**config.mk**
```make
export PLATFORM = sky130hd
export DESIGN_NAME = spec_load_table
export DESIGN_NICKNAME = d
export VERILOG_FILES = /design/src/rtl/sl_pkg.sv /design/src/rtl/sl_entry.sv /design/src/rtl/sl_alloc_sel.sv /design/src/rtl/sl_check_port.sv /design/src/rtl/spec_load_table.sv
export SDC_FILE = /design/constraint.sdc
export NUM_CORES = 2
export LEC_CHECK = 0
export CAP_MARGIN = 20
export CORE_MARGIN = 10
export CORE_UTILIZATION = 48
export CTS_BUF_LIST = sky130_fd_sc_hd__clkbuf_4 sky130_fd_sc_hd__clkbuf_8 sky130_fd_sc_hd__clkbuf_16
export CTS_CLUSTER_DIAMETER = 50
export DETAILED_ROUTE_END_ITERATION = 8
export GPL_ROUTABILITY_DRIVEN = 0
export GPL_TIMING_DRIVEN = 1
export HOLD_SLACK_MARGIN = 0.1
export PLACE_DENSITY_LB_ADDON = 0.3
export RECOVER_POWER = 100
export SYNTH_ARGS = -nofsm -noshare
export SYNTH_HDL_FRONTEND = slang
export SYNTH_SLANG_ARGS = --single-unit
```
**constraint.sdc**
```tcl
create_clock -name clk -period 3.4 [get_ports clk]
set_input_delay 1.02 -clock clk [delete_from_list [all_inputs] [get_ports clk]]
set_output_delay 1.02 -clock clk [all_outputs]
set_load 0.01 [all_outputs]
```
**src/rtl/sl_pkg.sv**
```systemverilog
package sl_pkg;

    localparam int unsigned SL_ENTRIES  = 16;
    localparam int unsigned SL_TAG_W    = 6;
    localparam int unsigned SL_ADDR_W   = 32;
    localparam int unsigned SL_WORD_LSB = 2;
    localparam int unsigned SL_WORD_W   = SL_ADDR_W - SL_WORD_LSB;

    typedef logic [SL_TAG_W-1:0]  tag_t;
    typedef logic [SL_ADDR_W-1:0] addr_t;
    typedef logic [SL_WORD_W-1:0] word_t;

    typedef struct packed {
        logic  valid;
        logic  violated;
        tag_t  tag;
        word_t word;
    } entry_t;

    typedef enum logic [1:0] {
        ALLOC_NONE,
        ALLOC_REUSE,
        ALLOC_FREE,
        ALLOC_EVICT
    } alloc_kind_t;

    function automatic word_t word_of(input addr_t a);
        return a[SL_ADDR_W-1:SL_WORD_LSB];
    endfunction

endpackage

```
**src/rtl/sl_entry.sv**
```systemverilog
module sl_entry
    import sl_pkg::*;
(
    input  logic   clk,
    input  logic   rst,
    input  logic   wr_en,
    input  tag_t   wr_tag,
    input  word_t  wr_word,
    input  logic   clr_en,
    input  logic   probe_valid,
    input  word_t  probe_word,
    output entry_t state,
    output logic   probe_hit
);

    always_comb begin
        probe_hit = probe_valid && state.valid && (state.word == probe_word);
    end

    // Priority: allocate (youngest) > check clear > store mark (oldest)
    always_ff @(posedge clk) begin
        if (rst) begin
            state <= '0;
        end else if (wr_en) begin
            state.valid    <= 1'b1;
            state.violated <= 1'b0;
            state.tag      <= wr_tag;
            state.word     <= wr_word;
        end else if (clr_en) begin
            state.valid    <= 1'b0;
            state.violated <= 1'b0;
        end else if (probe_hit) begin
            state.violated <= 1'b1;
        end
    end

    p_probe_marks_r3: assert property (@(posedge clk) disable iff (rst)
        (probe_hit && !wr_en && !clr_en) |=> (state.valid && state.violated));

    p_fresh_clean_r8: assert property (@(posedge clk) disable iff (rst)
        wr_en |=> (state.valid && !state.violated));

    p_consume_r6: assert property (@(posedge clk) disable iff (rst)
        (clr_en && !wr_en) |=> !state.valid);

endmodule

```
**src/rtl/sl_alloc_sel.sv**
```systemverilog
module sl_alloc_sel
    import sl_pkg::*;
#(
    parameter int unsigned N = SL_ENTRIES
) (
    input  logic         clk,
    input  logic         rst,
    input  logic         alloc_valid,
    input  tag_t         alloc_tag,
    input  entry_t       ents [N],
    output logic [N-1:0] wr_sel
);

    localparam int unsigned IDX_W = (N > 1) ? $clog2(N) : 1;
    localparam logic [IDX_W-1:0] LAST = IDX_W'(N - 1);

    logic [N-1:0]     tag_hit;
    logic [N-1:0]     free_vec;
    logic [IDX_W-1:0] free_idx;
    logic [IDX_W-1:0] ptr;
    alloc_kind_t      kind;

    always_comb begin
        for (int i = 0; i < N; i++) begin
            tag_hit[i]  = ents[i].valid && (ents[i].tag == alloc_tag);
            free_vec[i] = !ents[i].valid;
        end
        free_idx = '0;
        for (int i = N - 1; i >= 0; i--) begin
            if (free_vec[i]) free_idx = IDX_W'(i);
        end
    end

    always_comb begin
        kind   = ALLOC_NONE;
        wr_sel = '0;
        if (alloc_valid) begin
            if (|tag_hit) begin
                kind   = ALLOC_REUSE;
                wr_sel = tag_hit;
            end else if (|free_vec) begin
                kind             = ALLOC_FREE;
                wr_sel[free_idx] = 1'b1;
            end else begin
                kind        = ALLOC_EVICT;
                wr_sel[ptr] = 1'b1;
            end
        end
    end

    always_ff @(posedge clk) begin
        if (rst) begin
            ptr <= '0;
        end else if (kind == ALLOC_EVICT) begin
            ptr <= (ptr == LAST) ? '0 : ptr + 1'b1;
        end
    end

    p_unique_tag_r9: assert property (@(posedge clk) disable iff (rst)
        alloc_valid |-> $onehot0(tag_hit));

    p_single_write_r12: assert property (@(posedge clk) disable iff (rst)
        $onehot0(wr_sel));

    p_ptr_step_r7: assert property (@(posedge clk) disable iff (rst)
        (kind == ALLOC_EVICT) |=>
            (ptr == (($past(ptr) == LAST) ? '0 : IDX_W'($past(ptr) + 1'b1))));

    p_ptr_hold_r12: assert property (@(posedge clk) disable iff (rst)
        (kind != ALLOC_EVICT) |=> $stable(ptr));

endmodule

```
**src/rtl/sl_check_port.sv**
```systemverilog
module sl_check_port
    import sl_pkg::*;
#(
    parameter int unsigned N = SL_ENTRIES
) (
    input  logic         clk,
    input  logic         rst,
    input  logic         chk_valid,
    input  tag_t         chk_tag,
    input  entry_t       ents [N],
    input  logic [N-1:0] probe_hit,
    output logic [N-1:0] clr,
    output logic         rsp_valid,
    output logic         rsp_replay
);

    logic [N-1:0] hit;
    logic [N-1:0] marked;
    logic         found;
    logic         conflict;
    logic         replay_d;

    always_comb begin
        for (int i = 0; i < N; i++) begin
            hit[i]    = ents[i].valid && (ents[i].tag == chk_tag);
            // a same-cycle store is older than the check
            marked[i] = ents[i].violated || probe_hit[i];
        end
        found    = |hit;
        conflict = |(hit & marked);
        replay_d = !found || conflict;
        clr      = chk_valid ? hit : '0;
    end

    always_ff @(posedge clk) begin
        if (rst) begin
            rsp_valid  <= 1'b0;
            rsp_replay <= 1'b0;
        end else begin
            rsp_valid  <= chk_valid;
            rsp_replay <= chk_valid && replay_d;
        end
    end

    p_rsp_after_chk_r10: assert property (@(posedge clk) disable iff (rst)
        chk_valid |=> rsp_valid);

    p_rsp_quiet_r10: assert property (@(posedge clk) disable iff (rst)
        !chk_valid |=> !rsp_valid);

    p_miss_replay_r5: assert property (@(posedge clk) disable iff (rst)
        (chk_valid && !found) |=> rsp_replay);

    p_conflict_replay_r3: assert property (@(posedge clk) disable iff (rst)
        (chk_valid && conflict) |=> rsp_replay);

endmodule

```
**src/rtl/spec_load_table.sv**
```systemverilog
module spec_load_table
    import sl_pkg::*;
#(
    parameter int unsigned NUM_ENTRIES = SL_ENTRIES
) (
    input  logic                 clk,
    input  logic                 rst,
    input  logic                 alloc_valid,
    input  logic [SL_TAG_W-1:0]  alloc_tag,
    input  logic [SL_ADDR_W-1:0] alloc_addr,
    input  logic                 probe_valid,
    input  logic [SL_ADDR_W-1:0] probe_addr,
    input  logic                 chk_valid,
    input  logic [SL_TAG_W-1:0]  chk_tag,
    output logic                 rsp_valid,
    output logic                 rsp_replay
);

    entry_t                 ents [NUM_ENTRIES];
    logic [NUM_ENTRIES-1:0] wr_sel;
    logic [NUM_ENTRIES-1:0] clr;
    logic [NUM_ENTRIES-1:0] probe_hit;
    word_t                  alloc_word;
    word_t                  probe_word;

    always_comb begin
        alloc_word = word_of(alloc_addr);
        probe_word = word_of(probe_addr);
    end

    sl_alloc_sel #(.N(NUM_ENTRIES)) u_alloc (
        .clk         (clk),
        .rst         (rst),
        .alloc_valid (alloc_valid),
        .alloc_tag   (alloc_tag),
        .ents        (ents),
        .wr_sel      (wr_sel)
    );

    for (genvar g = 0; g < NUM_ENTRIES; g++) begin : g_entry
        sl_entry u_ent (
            .clk         (clk),
            .rst         (rst),
            .wr_en       (wr_sel[g]),
            .wr_tag      (alloc_tag),
            .wr_word     (alloc_word),
            .clr_en      (clr[g]),
            .probe_valid (probe_valid),
            .probe_word  (probe_word),
            .state       (ents[g]),
            .probe_hit   (probe_hit[g])
        );
    end

    sl_check_port #(.N(NUM_ENTRIES)) u_check (
        .clk        (clk),
        .rst        (rst),
        .chk_valid  (chk_valid),
        .chk_tag    (chk_tag),
        .ents       (ents),
        .probe_hit  (probe_hit),
        .clr        (clr),
        .rsp_valid  (rsp_valid),
        .rsp_replay (rsp_replay)
    );

    p_reset_quiet_r1: assert property (@(posedge clk)
        rst |=> !rsp_valid);

endmodule

```
==> reports/qor.csv <==
stage,metric,value,unit
clock_tree,cts_htree_levels,3,
sta,hold_violations,0,
synth,ys_types,61,
detailed_routing,avgRoutedWirePerCell,23.8,µm
sta,setup_ws,-0.0000924,ns
final_layout,final_cells,4295,
final_layout,final_util,0.588,
final_layout,area_delta_synth_final,21.4,%
sta,post-route-period-util,1.00,
synth,postSynthAreaPerCell,9.62,µm²
final_layout,regArea,0.0123,mm²
clock_tree,cts_hold_buffers,0,
floorplan,rows,92,
final_layout,drive_gt1_frac,0.146,
flow_run,cap_violations,0,
sta,clock_skew,0.0373,ns
detailed_routing,first_pass_iters,5,
placement,post_dp_cell_area,0.0347,mm²
placement,dp_hpwl,67000,µm
sta,relSlewSlack,0.501,
sta,setup_viol,1,
synth,synth_top_family_by_area,XOR/XNOR gates,
critical_path,worst-path-buf-inv,3,
clock_tree,cts_tree,yes,
placement,placed_cells,4168,
min_path,hold_path.class,reg -> reg,
synth,synthesis.nets,3261,
detailed_routing,drc_errors,0,
synth,synthAdderAreaFrac,0.00164,
synth,muxShareOfSynthArea,0.190,
global_routing,grt.total_usage,0.268,
floorplan,die_y,272,µm
global_routing,grt_pass1_wl,152000,µm
final_layout,finalInstanceArea,0.0371,mm²
clock_tree,clk_pin_slew_worst_paths,0.05,ns
sta,fin_hold_ws,0.516,ns
critical_path,end_kind,flip-flop,
synth,syn-cell-area,0.0306,mm²
floorplan,core_area,0.0631,mm²
critical_path,worstSetupPathType,in -> reg,
pwr,ir_worst_vdd,0.301,mV
synth,seq_area_frac_synth,0.402,
global_routing,grt_max_degree,97,
sta,clock.fmax,0.294,GHz
detailed_routing,drtIter0Drc,1940,
placement,pre_cts_slack,-0.693,ns
floorplan,dieWidth,272,µm
clock_tree,clkLatencyLatePin,0.62,ns
floorplan,start_util,0.484,
sta,tightestPinTransition,0.741,ns
critical_path,worstPathArrival,3.94,ns
critical_path,crit_fanout,13,
synth,synth-edff-count,0,
critical_path,critPathLaunchType,primary input,
synth,yosysWarnings,0,
critical_path,slowest_stage,clkdlybuf4s50_1,
final_layout,nFillCells,5289,
clock_tree,cts-root-buf,clkbuf_16,
critical_path,required,3.94,ns
outcome,violations,setup timing,
critical_path,slowest_delay,0.52,ns
floorplan,io_pins,83,
global_routing,grt.overflow.total,0,
synth,synth_xor_xnor_area_share,0.193,
synth,synthFlopType,dfxtp_1,
sta,grt_setup_unrepaired,false,
synth,synth_compound_area_frac,0.0203,
pwr,finalPower,16.8,mW
sta,tns,-0.0000924,ns
detailed_routing,drtAntennaViolNets,0,
synth,syn-instance-count,3176,
synth,async_flop_share,0,
final_layout,final_nets,3483,
critical_path,crit_family,simple AND/OR/NAND/NOR gates,
synth,synth_seq_cells,614,
clock_tree,cts_buffers,71,
outcome,run_status,"finished, violations left",
sta,period_minus_slack,3.40,ns
detailed_routing,vias_per_cell,5.69,
pwr,power_leakage,16.4,nW
clock_tree,cts_sinks,614,
global_routing,antenna_found_initial,3,
global_routing,first_global_vias,24400,
clock_tree,cts_buffer_depth,3,
placement,io_buffers,78,
final_layout,multiInputGateArea,0.0168,mm²
critical_path,path_cells,"clkdlybuf4s50_1, buf_12, xnor2_1, nand4_1, nor4_1, a31oi_1, nand2b_1, o21ai_0, nor4_2, a311oi_2, buf_4",
detailed_routing,vias,24400,
detailed_routing,totalWireLength,102000,µm
floorplan,die_area,0.0741,mm²
pwr,power.density,453,mW/mm²
sta,final_max_slew_viol_count,0,
synth,synth_simple_gate_area_frac,0.141,
==> worst reg2reg max path, cell delays in order (launching register included) <==
cell and delay [ns]:
dfxtp_1 0.63, nand4_1 0.24, nor4_1 0.50, nand2_1 0.17
nor3b_2 0.36, nand2_1 0.10, a21oi_1 0.17, o21a_2 0.14
buf_6 0.39, mux2i_1 0.35, nor2_1 0.06
==> report_power, final <==
group | switching, mW | leakage (nW) | internal, mW
Combinational | 1.04 | 10.3 | 0.758
Sequential | 0.0512 | 4.95 | 7.26
Clock | 3.12 | 1.17 | 4.57
Total | 4.21 | 16.4 | 12.6
==> sequential cells by signal, indices dropped and copies added (netlist names) <==
signal and flops:
u_check.rsp_replay 1, u_check.rsp_valid 1, g_entry.u_ent.state 608, u_alloc.ptr 4
==> repair_timing <==
| action | 4_1_cts | 5_1_grt |
|---|---|---|
| buffers inserted | 0 | 0 |
| resized for setup | 10 | 11 |
| pin swaps | 1 | 3 |
| endpoints found under the hold margin | 0 | 0 |
| gates cloned | 3 | 0 |
| endpoints found under the setup margin | 80 | 53 |
==> area by class of cell <==
| type | instances | share of cell area |
|---|---|---|
| tap | 846 | 0.0285 |
| inverter | 14 | 0.00142 |
| clock buffer | 99 | 0.0569 |
| antenna | 2 | 0.000135 |
| sequential | 614 | 0.331 |
| clock inverter | 23 | 0.00651 |
| multi-input combinational | 2274 | 0.453 |
| timing repair buffer | 423 | 0.122 |
==> cells by family after synthesis <==
group	Yosys count
AND/OR/NAND/NOR	931
XOR/XNOR	673
flip-flops	614
multiplexers	579
buffers and inverters	288
AO/OA/AOI/OAI	87
adder cells (fa/ha/maj)	4
==> cells in the mapped netlist, types with 11 or more instances <==
library cell	instances	area share
nand4_1	126	0.026
buf_6	32	0.012
inv_1	11	0.0014
mux2i_1	579	0.19
a21oi_1	23	0.0038
nor2_1	599	0.074
dfxtp_1	614	0.40
buf_2	16	0.0026
buf_4	34	0.0084
nand3_1	22	0.0036
xnor2_1	472	0.14
a31oi_1	12	0.0025
nor4_1	86	0.018
clkbuf_1	174	0.021
nand2_1	42	0.0052
xor2_1	199	0.057
==> cells in the final DEF, fill, tap and decap left out, types with 10 or more instances in the layout <==
master,n
clkdlybuf4s50_1,68
a31oi_1,12
a21oi_1,24
nor4_2,13
xnor2_1,472
clkinv_2,10
mux2i_1,578
xor2_1,199
clkbuf_1,10
nand4_1,126
dfxtp_1,614
clkbuf_4,17
inv_1,12
clkbuf_8,14
nor2_1,600
nand2b_1,10
clkbuf_16,73
clkbuf_2,10
buf_4,224
buf_12,92
nand3_1,22
nor4_1,75
nand2_1,42
==> routing by layer <==
layer / part of all wire / GRT usage / wire, µm / vias up
met3: 0.078 / 0.0448 / 7970 / 338
met4: 0.067 / 0.164 / 6870 / 2
met5: 0.00013 / 0 / 13 / -
li1: - / - / - / 11100
met1: 0.39 / 0.325 / 40300 / 11900
met2: 0.46 / 0.439 / 47100 / 1080
==> final timing paths <==
kind	startpoint	to	slack [ns]	cells after the start
worst max-delay path	probe_addr[4]	u_check.rsp_replay	-0.00009	11
worst min-delay path	g_entry[4].u_ent.state[7]	g_entry[4].u_ent.state[7]	0.52	2
worst max register to register	g_entry[9].u_ent.state[37]	g_entry[5].u_ent.state[3]	0.17	10
worst min register to register	g_entry[4].u_ent.state[7]	g_entry[4].u_ent.state[7]	0.52	2
Power figures use the tool's default switching activity.
